==> src/rtl/busclr_pkg.sv <==
// Shared types and field positions for the bus clear engine.
// Assumes a 32-bit configuration word whose layout software decodes.
package busclr_pkg;
    localparam int unsigned WORD_W  = 32;
    localparam int unsigned THR_W   = 8;
    localparam int unsigned THR_LSB = 16;
    localparam int unsigned BIT_STOP = 2;
    localparam int unsigned BIT_TERM = 1;
    localparam int unsigned BIT_EN   = 0;

    typedef enum logic [2:0] {
        ST_IDLE, ST_LOW, ST_HIGH, ST_STP_LO, ST_STP_HI, ST_STP_REL, ST_FIN
    } seq_state_e;

    typedef struct packed {
        logic [THR_W-1:0] thr;
        logic             stop;
        logic             term;
    } clr_cfg_t;
endpackage

==> src/rtl/busclr_cfg.sv <==
// Staged and shadow configuration with a self-clearing load strobe.
// Assumes load_wr is a single-cycle strobe; the shadow updates one cycle after it.
module busclr_cfg
    import busclr_pkg::*;
(
    input  logic              clk,
    input  logic              rst_n,
    input  logic              cfg_wr,
    input  logic [WORD_W-1:0] cfg_wdata,
    input  logic              load_wr,
    output clr_cfg_t          stage,
    output clr_cfg_t          shadow,
    output logic              load_pend
);
    // Capture written fields, then copy them to the shadow on a pending load.
    always_ff @(posedge clk) begin
        if (!rst_n) begin
            stage     <= '0;
            shadow    <= '0;
            load_pend <= 1'b0;
        end else begin
            if (cfg_wr) begin
                stage.thr  <= cfg_wdata[THR_LSB +: THR_W];
                stage.stop <= cfg_wdata[BIT_STOP];
                stage.term <= cfg_wdata[BIT_TERM];
            end
            if (load_pend) begin
                shadow    <= stage;
                load_pend <= load_wr;
            end else if (load_wr) begin
                load_pend <= 1'b1;
            end
        end
    end
endmodule

==> src/rtl/busclr_seq.sv <==
// Clear sequencer: SCL pulses, optional early end on SDA release, optional STOP.
// Assumes tick is a one-cycle pulse; each bus phase lasts until the next tick.
module busclr_seq
    import busclr_pkg::*;
(
    input  logic             clk,
    input  logic             rst_n,
    input  logic             tick,
    input  logic             start,
    input  clr_cfg_t         cfg,
    input  logic             sda_in,
    output logic             busy,
    output logic             fin,
    output logic             scl_drv,
    output logic             sda_drv,
    output logic [THR_W-1:0] run_thr
);
    seq_state_e        state;
    clr_cfg_t          run;
    logic [THR_W-1:0]  cnt;
    logic [THR_W:0]    cnt_nxt;
    logic              last_pulse;

    // A zero limit is treated as one pulse.
    assign run_thr    = (run.thr == '0) ? {{(THR_W-1){1'b0}}, 1'b1} : run.thr;
    assign cnt_nxt    = {1'b0, cnt} + {{THR_W{1'b0}}, 1'b1};
    assign last_pulse = (run.term && sda_in) || (cnt_nxt >= {1'b0, run_thr});

    // Advance the phase sequence on ticks and count completed pulses.
    always_ff @(posedge clk) begin
        if (!rst_n) begin
            state <= ST_IDLE;
            run   <= '0;
            cnt   <= '0;
        end else begin
            unique case (state)
                ST_IDLE: if (start) begin
                    run   <= cfg;
                    cnt   <= '0;
                    state <= ST_LOW;
                end
                ST_LOW:  if (tick) state <= ST_HIGH;
                ST_HIGH: if (tick) begin
                    cnt <= cnt_nxt[THR_W-1:0];
                    if (last_pulse) state <= run.stop ? ST_STP_LO : ST_FIN;
                    else            state <= ST_LOW;
                end
                ST_STP_LO:  if (tick) state <= ST_STP_HI;
                ST_STP_HI:  if (tick) state <= ST_STP_REL;
                ST_STP_REL: if (tick) state <= ST_FIN;
                ST_FIN:     state <= ST_IDLE;
                default:    state <= ST_IDLE;
            endcase
        end
    end

    // Decode bus drives and status strobes from the phase.
    always_comb begin
        busy    = (state != ST_IDLE);
        fin     = (state == ST_FIN);
        scl_drv = (state == ST_LOW) || (state == ST_STP_LO);
        sda_drv = (state == ST_STP_LO) || (state == ST_STP_HI);
    end
endmodule

==> src/rtl/busclr_engine.sv <==
// Top of the bus clear engine: configuration, sequencer, result and done flag.
// Assumes an external open-drain pad: *_oe = 1 pulls the line low.
module busclr_engine
    import busclr_pkg::*;
(
    input  logic              clk,
    input  logic              rst_n,
    input  logic              tick,
    input  logic              cfg_wr,
    input  logic [WORD_W-1:0] cfg_wdata,
    input  logic              load_wr,
    output logic [WORD_W-1:0] cfg_rdata,
    output logic              load_pend,
    input  logic              irq_clr,
    output logic              irq_done,
    output logic              stat_ok,
    input  logic              sda_in,
    output logic              scl_oe,
    output logic              sda_oe
);
    clr_cfg_t         stage;
    clr_cfg_t         shadow;
    logic             busy;
    logic             fin;
    logic             start;
    logic [THR_W-1:0] run_thr;
    logic             unused_wbits;

    assign unused_wbits = ^{cfg_wdata[WORD_W-1:THR_LSB+THR_W], cfg_wdata[THR_LSB-1:BIT_STOP+1]};
    assign start = cfg_wr && cfg_wdata[BIT_EN] && !busy;

    busclr_cfg u_cfg (
        .clk(clk), .rst_n(rst_n), .cfg_wr(cfg_wr), .cfg_wdata(cfg_wdata),
        .load_wr(load_wr), .stage(stage), .shadow(shadow), .load_pend(load_pend)
    );

    busclr_seq u_seq (
        .clk(clk), .rst_n(rst_n), .tick(tick), .start(start), .cfg(shadow),
        .sda_in(sda_in), .busy(busy), .fin(fin), .scl_drv(scl_oe),
        .sda_drv(sda_oe), .run_thr(run_thr)
    );

    // Latch the bus result and raise the sticky done flag at the end.
    always_ff @(posedge clk) begin
        if (!rst_n) begin
            stat_ok  <= 1'b0;
            irq_done <= 1'b0;
        end else if (fin) begin
            stat_ok  <= sda_in;
            irq_done <= 1'b1;
        end else if (irq_clr) begin
            irq_done <= 1'b0;
        end
    end

    // Assemble the read-back word with the live enable.
    always_comb begin
        cfg_rdata                     = '0;
        cfg_rdata[THR_LSB +: THR_W]   = stage.thr;
        cfg_rdata[BIT_STOP]           = stage.stop;
        cfg_rdata[BIT_TERM]           = stage.term;
        cfg_rdata[BIT_EN]             = busy;
    end
endmodule


==> config.mk <==
export PLATFORM = sky130hd
export DESIGN_NAME = busclr_engine
export DESIGN_NICKNAME = d
export VERILOG_FILES = /design/src/rtl/busclr_pkg.sv /design/src/rtl/busclr_cfg.sv /design/src/rtl/busclr_seq.sv /design/src/rtl/busclr_engine.sv
export SDC_FILE = /design/constraint.sdc
export NUM_CORES = 1
export LEC_CHECK = 0
export ABC_AREA = 1
export BUFFER_PORTS_ARGS = -buffer_cell sky130_fd_sc_hd__buf_4
export CORE_ASPECT_RATIO = 0.75
export CORE_MARGIN = 2
export CORE_UTILIZATION = 35
export DETAILED_ROUTE_END_ITERATION = 12
export PLACE_DENSITY = 0.69
export SLEW_MARGIN = 5
export SYNTH_ARGS = -nofsm -noshare
export SYNTH_HDL_FRONTEND = slang
export SYNTH_HIERARCHICAL = 1
export SYNTH_SLANG_ARGS = --single-unit
==> constraint.sdc <==
create_clock -name clk -period 2.74 [get_ports clk]
set_input_delay 0.548 -clock clk [delete_from_list [all_inputs] [get_ports clk]]
set_output_delay 0.548 -clock clk [all_outputs]
set_load 0.01 [all_outputs]
=== Word level (Yosys, flattened, before mapping) ===
Cells that the tools add are included.

* Add/sub/neg operators: 1
* $lt $le $gt $ge: 1
* Eq/ne operators: 12
* Multiplexer cells: 17
* Reduce and logical (&&, ||, !) cells: 15

{| class="wikitable"
|+ Operators with widths
! cell !! number
|-
| 3-bit two-way mux || 8
|-
| 8-bit two-way mux || 3
|-
| 3-bit case mux with 6 select lines || 1
|-
| 8-bit case mux with 2 select lines || 1
|-
| 2-bit inequality test (second input constant) || 6
|-
| 8-bit by 1-bit adder with 9-bit output (second input constant) || 1
|-
| 3-bit == test (second input constant) || 3
|-
| 9-bit by 8-bit >= comparator with 1-bit output || 1
|-
| 8-bit zero test || 1
|-
| 3-bit by 2-bit == test with 1-bit output (second input constant) || 2
|-
| 6-bit AND reduction || 1
|-
| 1-bit two-way mux || 4
|-
| 2-bit nonzero test || 2
|-
| 3-bit by 1-bit == test with 1-bit output (second input constant) || 1
|-
| 1-bit logical AND || 3
|-
| 3-bit zero test || 1
|-
| 1-bit logical OR || 3
|-
| 3-bit AND reduction || 1
|-
| 3-bit nonzero test || 1
|-
| 2-bit AND reduction || 1
|-
| 1-bit zero test || 1
|}

* Flip-flop bits (word level): 44
* Bits of input ports: 39
* Output and inout port bits: 37
* Word-level logic and storage cells: 60

=== Depth between registers and ports, before layout ===
* Depth after elaboration: 7
* Gate-level depth with buffers: 17
* Gate-level depth less buffers: 17

=== Modules after synthesis ===
Netlist, hierarchy kept.

{| class="wikitable"
|+ Modules (own cells, without submodules)
! module !! times used !! cells each !! area each (um2) !! seq. area each (um2)
|-
| busclr_seq || 1 || 176 || 1228.7 || 420.4
|-
| busclr_cfg || 1 || 129 || 885.8 || 420.4
|-
| busclr_engine || 1 || 35 || 252.7 || 40.0
|}

=== Worst setup path before layout ===
OpenSTA, ideal clock, no wires.

* Kind: register to register
* From: reg u_seq.cnt[0]
* To: reg u_seq.state[0]
* Setup time: 0.073 ns
* Arrival: 1.819 ns
* Data required time: 2.667 ns
* Setup slack: 0.848 ns
* Stages on the path, launching flop included: 15
* Buffers on the path: 0
* Clock period less this slack: 1.892 ns
* Cell sequence: dfxtp_1 ha_1 nand3_2 nor2_2 xor2_1 ha_1 a21oi_1 nand2_1 nand2_1 nand2_2 nand2_1 nand2_1 nand2_1 nand2_1 a21oi_1

* Longest elaborated chain between the ends: 6

{| class="wikitable"
|+ Ends and longest elaborated chain
! item !! line !! RTL
|-
| from (decl) || busclr_seq.sv:20 || <nowiki>logic [THR_W-1:0] cnt;</nowiki>
|-
| from (signal assigned) || busclr_seq.sv:44 || <nowiki>cnt <= cnt_nxt[THR_W-1:0];</nowiki>
|-
| 8-bit by 1-bit adder with 9-bit output || busclr_seq.sv:26 || <nowiki>assign cnt_nxt = {1'b0, cnt} + {{THR_W{1'b0}}, 1'b1};</nowiki>
|-
| 9-bit by 8-bit >= comparator with 1-bit output || busclr_seq.sv:27 || <nowiki>assign last_pulse = (run.term && sda_in) || (cnt_nxt >= {1'b0, run_thr});</nowiki>
|-
| 1-bit logical OR || busclr_seq.sv:27 ||
|-
| 3-bit two-way mux || busclr_seq.sv:45 || <nowiki>if (last_pulse) state <= run.stop ? ST_STP_LO : ST_FIN;</nowiki>
|-
| 3-bit two-way mux || busclr_seq.sv:43 || <nowiki>ST_HIGH: if (tick) begin</nowiki>
|-
| 3-bit case mux with 6 select lines || busclr_seq.sv:36 || <nowiki>unique case (state)</nowiki>
|-
| to (signal assigned) || busclr_seq.sv:45 ||
|-
| to (decl) || busclr_seq.sv:18 || <nowiki>seq_state_e state;</nowiki>
|}

No other way between the ends. The select of a mux whose other input is x is not followed.
A chain may end at the register's enable or synchronous reset.

=== Worst setup path after layout ===
Ends and elaborated chain as after synthesis.

==> results.md <==
* Die height at 74.83 um
* RSZ-0062 raised after global routing: false
* Worst Path Required at 2970 ps
* Number of port buffers at 33
* Delay-heaviest family, CP: simple AND/OR/NAND/NOR gates
* Status: completed
* Row count at 25
* Slowest cell on crit path: dfxtp_1
* Hold Worst Slack at approximately 430 ps
* Post-synthesis cell count at 333
* First-pass GRT wire length at 7348 um
* Detailed-placement wirelength estimate at between 3000 and 4000 um
* P&R area growth vs syn at 12.45%
* CTS Buf Count at 5
* DR pass1 iterations at 4
* Mapped cell area at 0.002341 sq mm
* Max-cap check violation count at 0
* Io pins at 76
* CTS tree: done
* Leakage at roughly 1.3 nW
* Largest net degree at the start of global routing at 36
* Worst hold path type: in2reg
* Iter 0 DRT Violations at 69
* Total power at 1.761 mW
* Overflow after GRT at 0
* Die Span X at 98.44 um
* Critical Path Most Common Cell: nand2_1
* Worst-path clk slew at 80 ps
* Cts hold-fix bufs at 0
* ANT nets after route at 0
* Pwr dens at approximately 670 mW/mm^2
* Setup ws final at between 500 and 600 ps
* GRT Util Overall at 0.1225
* WS Path Type: reg2reg
* Die ar. at 0.007365 sq mm
* H-tree depth at 2
* Post-cts sizing count at 0
* Sum Neg Setup Slack at 0 ps
* Core area at approximately 0.0064 sq mm
* Via Count at 1,895
* Post-CTS Setup Bufs at 0
* Worst Path Max Fanout at 5
* Tmin final at 2148 ps
* Routed wire length at 4077 um
* Clock Latency Late Sink at approximately 300 ps
* Bufs on Longest Clock Path at 2
* Initial antenna violation count at 0
* Vias/cell at 4.258
* Syn. warnings at 6
* Endpoint class of the critical path: register
* Critical path buffer and inverter count at 1
* CTS root buf: clkbuf_8
* Startpoint types: register
* Avg Cell Area, Syn at 7.030 sq um
* F_max at 0.4655 GHz
* Worst Path Arrival at 2370 ps
* Clk sink count at 44
* Gpl congestion at 0.7991
* Final core utilization at 0.4125
* CP max stage delay at 440 ps
* Vias in the first global route at 1,711
* Post-detailed-route wirelength per cell at 9.162 um
* Peak supply drop at approximately 450 uV
* # nets final at 411
* Final max-slew violation count at 0
* Number of diodes at 0
* Final worst-path cycle share at 0.7841
* Initial Util at 0.3669
* DRC at 0
* Setup violators final at 0
* Share of post-route cells with drive strength above 1 at 0.1951
* Worst clock skew at 6.809 ps
* Minimum setup slack after placement at 582.1 ps
* Crit path cell chain: ha_1 > nand3_2 > xor2_1 > ha_1 > nand2_1 > inv_1 > nand2_1 > nand3_1 > nand2_1 > nand2_1 > nand2_1 > nand2_2 > nand2_1 > nand2_1 > nand2_1 > nand2_1 > a21oi_1
* Final hold vios at 0
## cell type report
type,count,area (sq um)
Tap cell,81,101.3
Multi-Input combinational cell,227,1110
Inverter,51,191.4
Clock buffer,7,86.33
Timing Repair Buffer,34,255.2
Sequential cell,44,880.8
Fill cell,679,3749
Clock inverter,1,7.507
## cell usage in the layout (no fill, tap or decap), drive strengths merged
master,n
buf,34
o41ai,1
a211oi,1
clkinv,1
conb,21
clkinvlp,1
xnor2,2
nand4,2
inv,50
nor2,52
nand3,7
xor2,4
dfxtp,44
clkbuf,7
ha,9
nand2,89
o21ai,14
a21oi,25
## metal layers
metal / routed length [um] / GRT usage / vias to the layer above
met5: 0 / 0 / -
met1: 2117 / 0.1598 / 825
met3: 158 / 0.02971 / 7
met4: 62 / 0.05023 / 0
met2: 1737 / 0.1988 / 30
li1: - / - / 1033
## report_power, final
part | switching, mW | total [mW] | internal (mW)
logic | 0.362 | 0.576 | 0.214
registers | 0.0530 | 0.765 | 0.712
clock network | 0.214 | 0.419 | 0.205
total | 0.629 | 1.76 | 1.13
## stage by stage
| step | instance area, sq um | std cells |
|---|---|---|
| global route | 2633 | 445 |
| finish | 2633 | 445 |
| floorplan | 2416 | 353 |
| CTS | 2633 | 445 |
| global placement | 2539 | 437 |
| detailed placement | 2539 | 437 |
## sequential cells by signal, indices dropped and copies added, names as in the netlist
signal and cells:
u_cfg/shadow 10, u_seq/run 10, irq_done 1, stat_ok 1, u_cfg/stage 10, u_seq/cnt 8
u_seq/state 3, u_cfg/load_pend 1
## worst min-delay path, delay by kind of cell
family	cells	cell delay, ps
buf+inv	2	120
simple gates	1	40
## path summary, 6_finish.rpt
| path | start | end | slack (ps) | depth (start not counted) |
|---|---|---|---|---|
| setup / recovery | u_seq/cnt[0]$_SDFFE_PN0P_ | u_seq/state[0]$_SDFFE_PN0P_ | 590 | 17 |
| hold / removal | load_wr | u_cfg/load_pend$_SDFF_PN0_ | 430 | 3 |
| hold reg to reg | u_seq/run[2]$_SDFFE_PN0P_ | u_seq/run[2]$_SDFFE_PN0P_ | 470 | 2 |
| setup reg to reg | u_seq/cnt[0]$_SDFFE_PN0P_ | u_seq/state[0]$_SDFFE_PN0P_ | 590 | 17 |
Note: power is estimated with default switching activity, not from simulation.
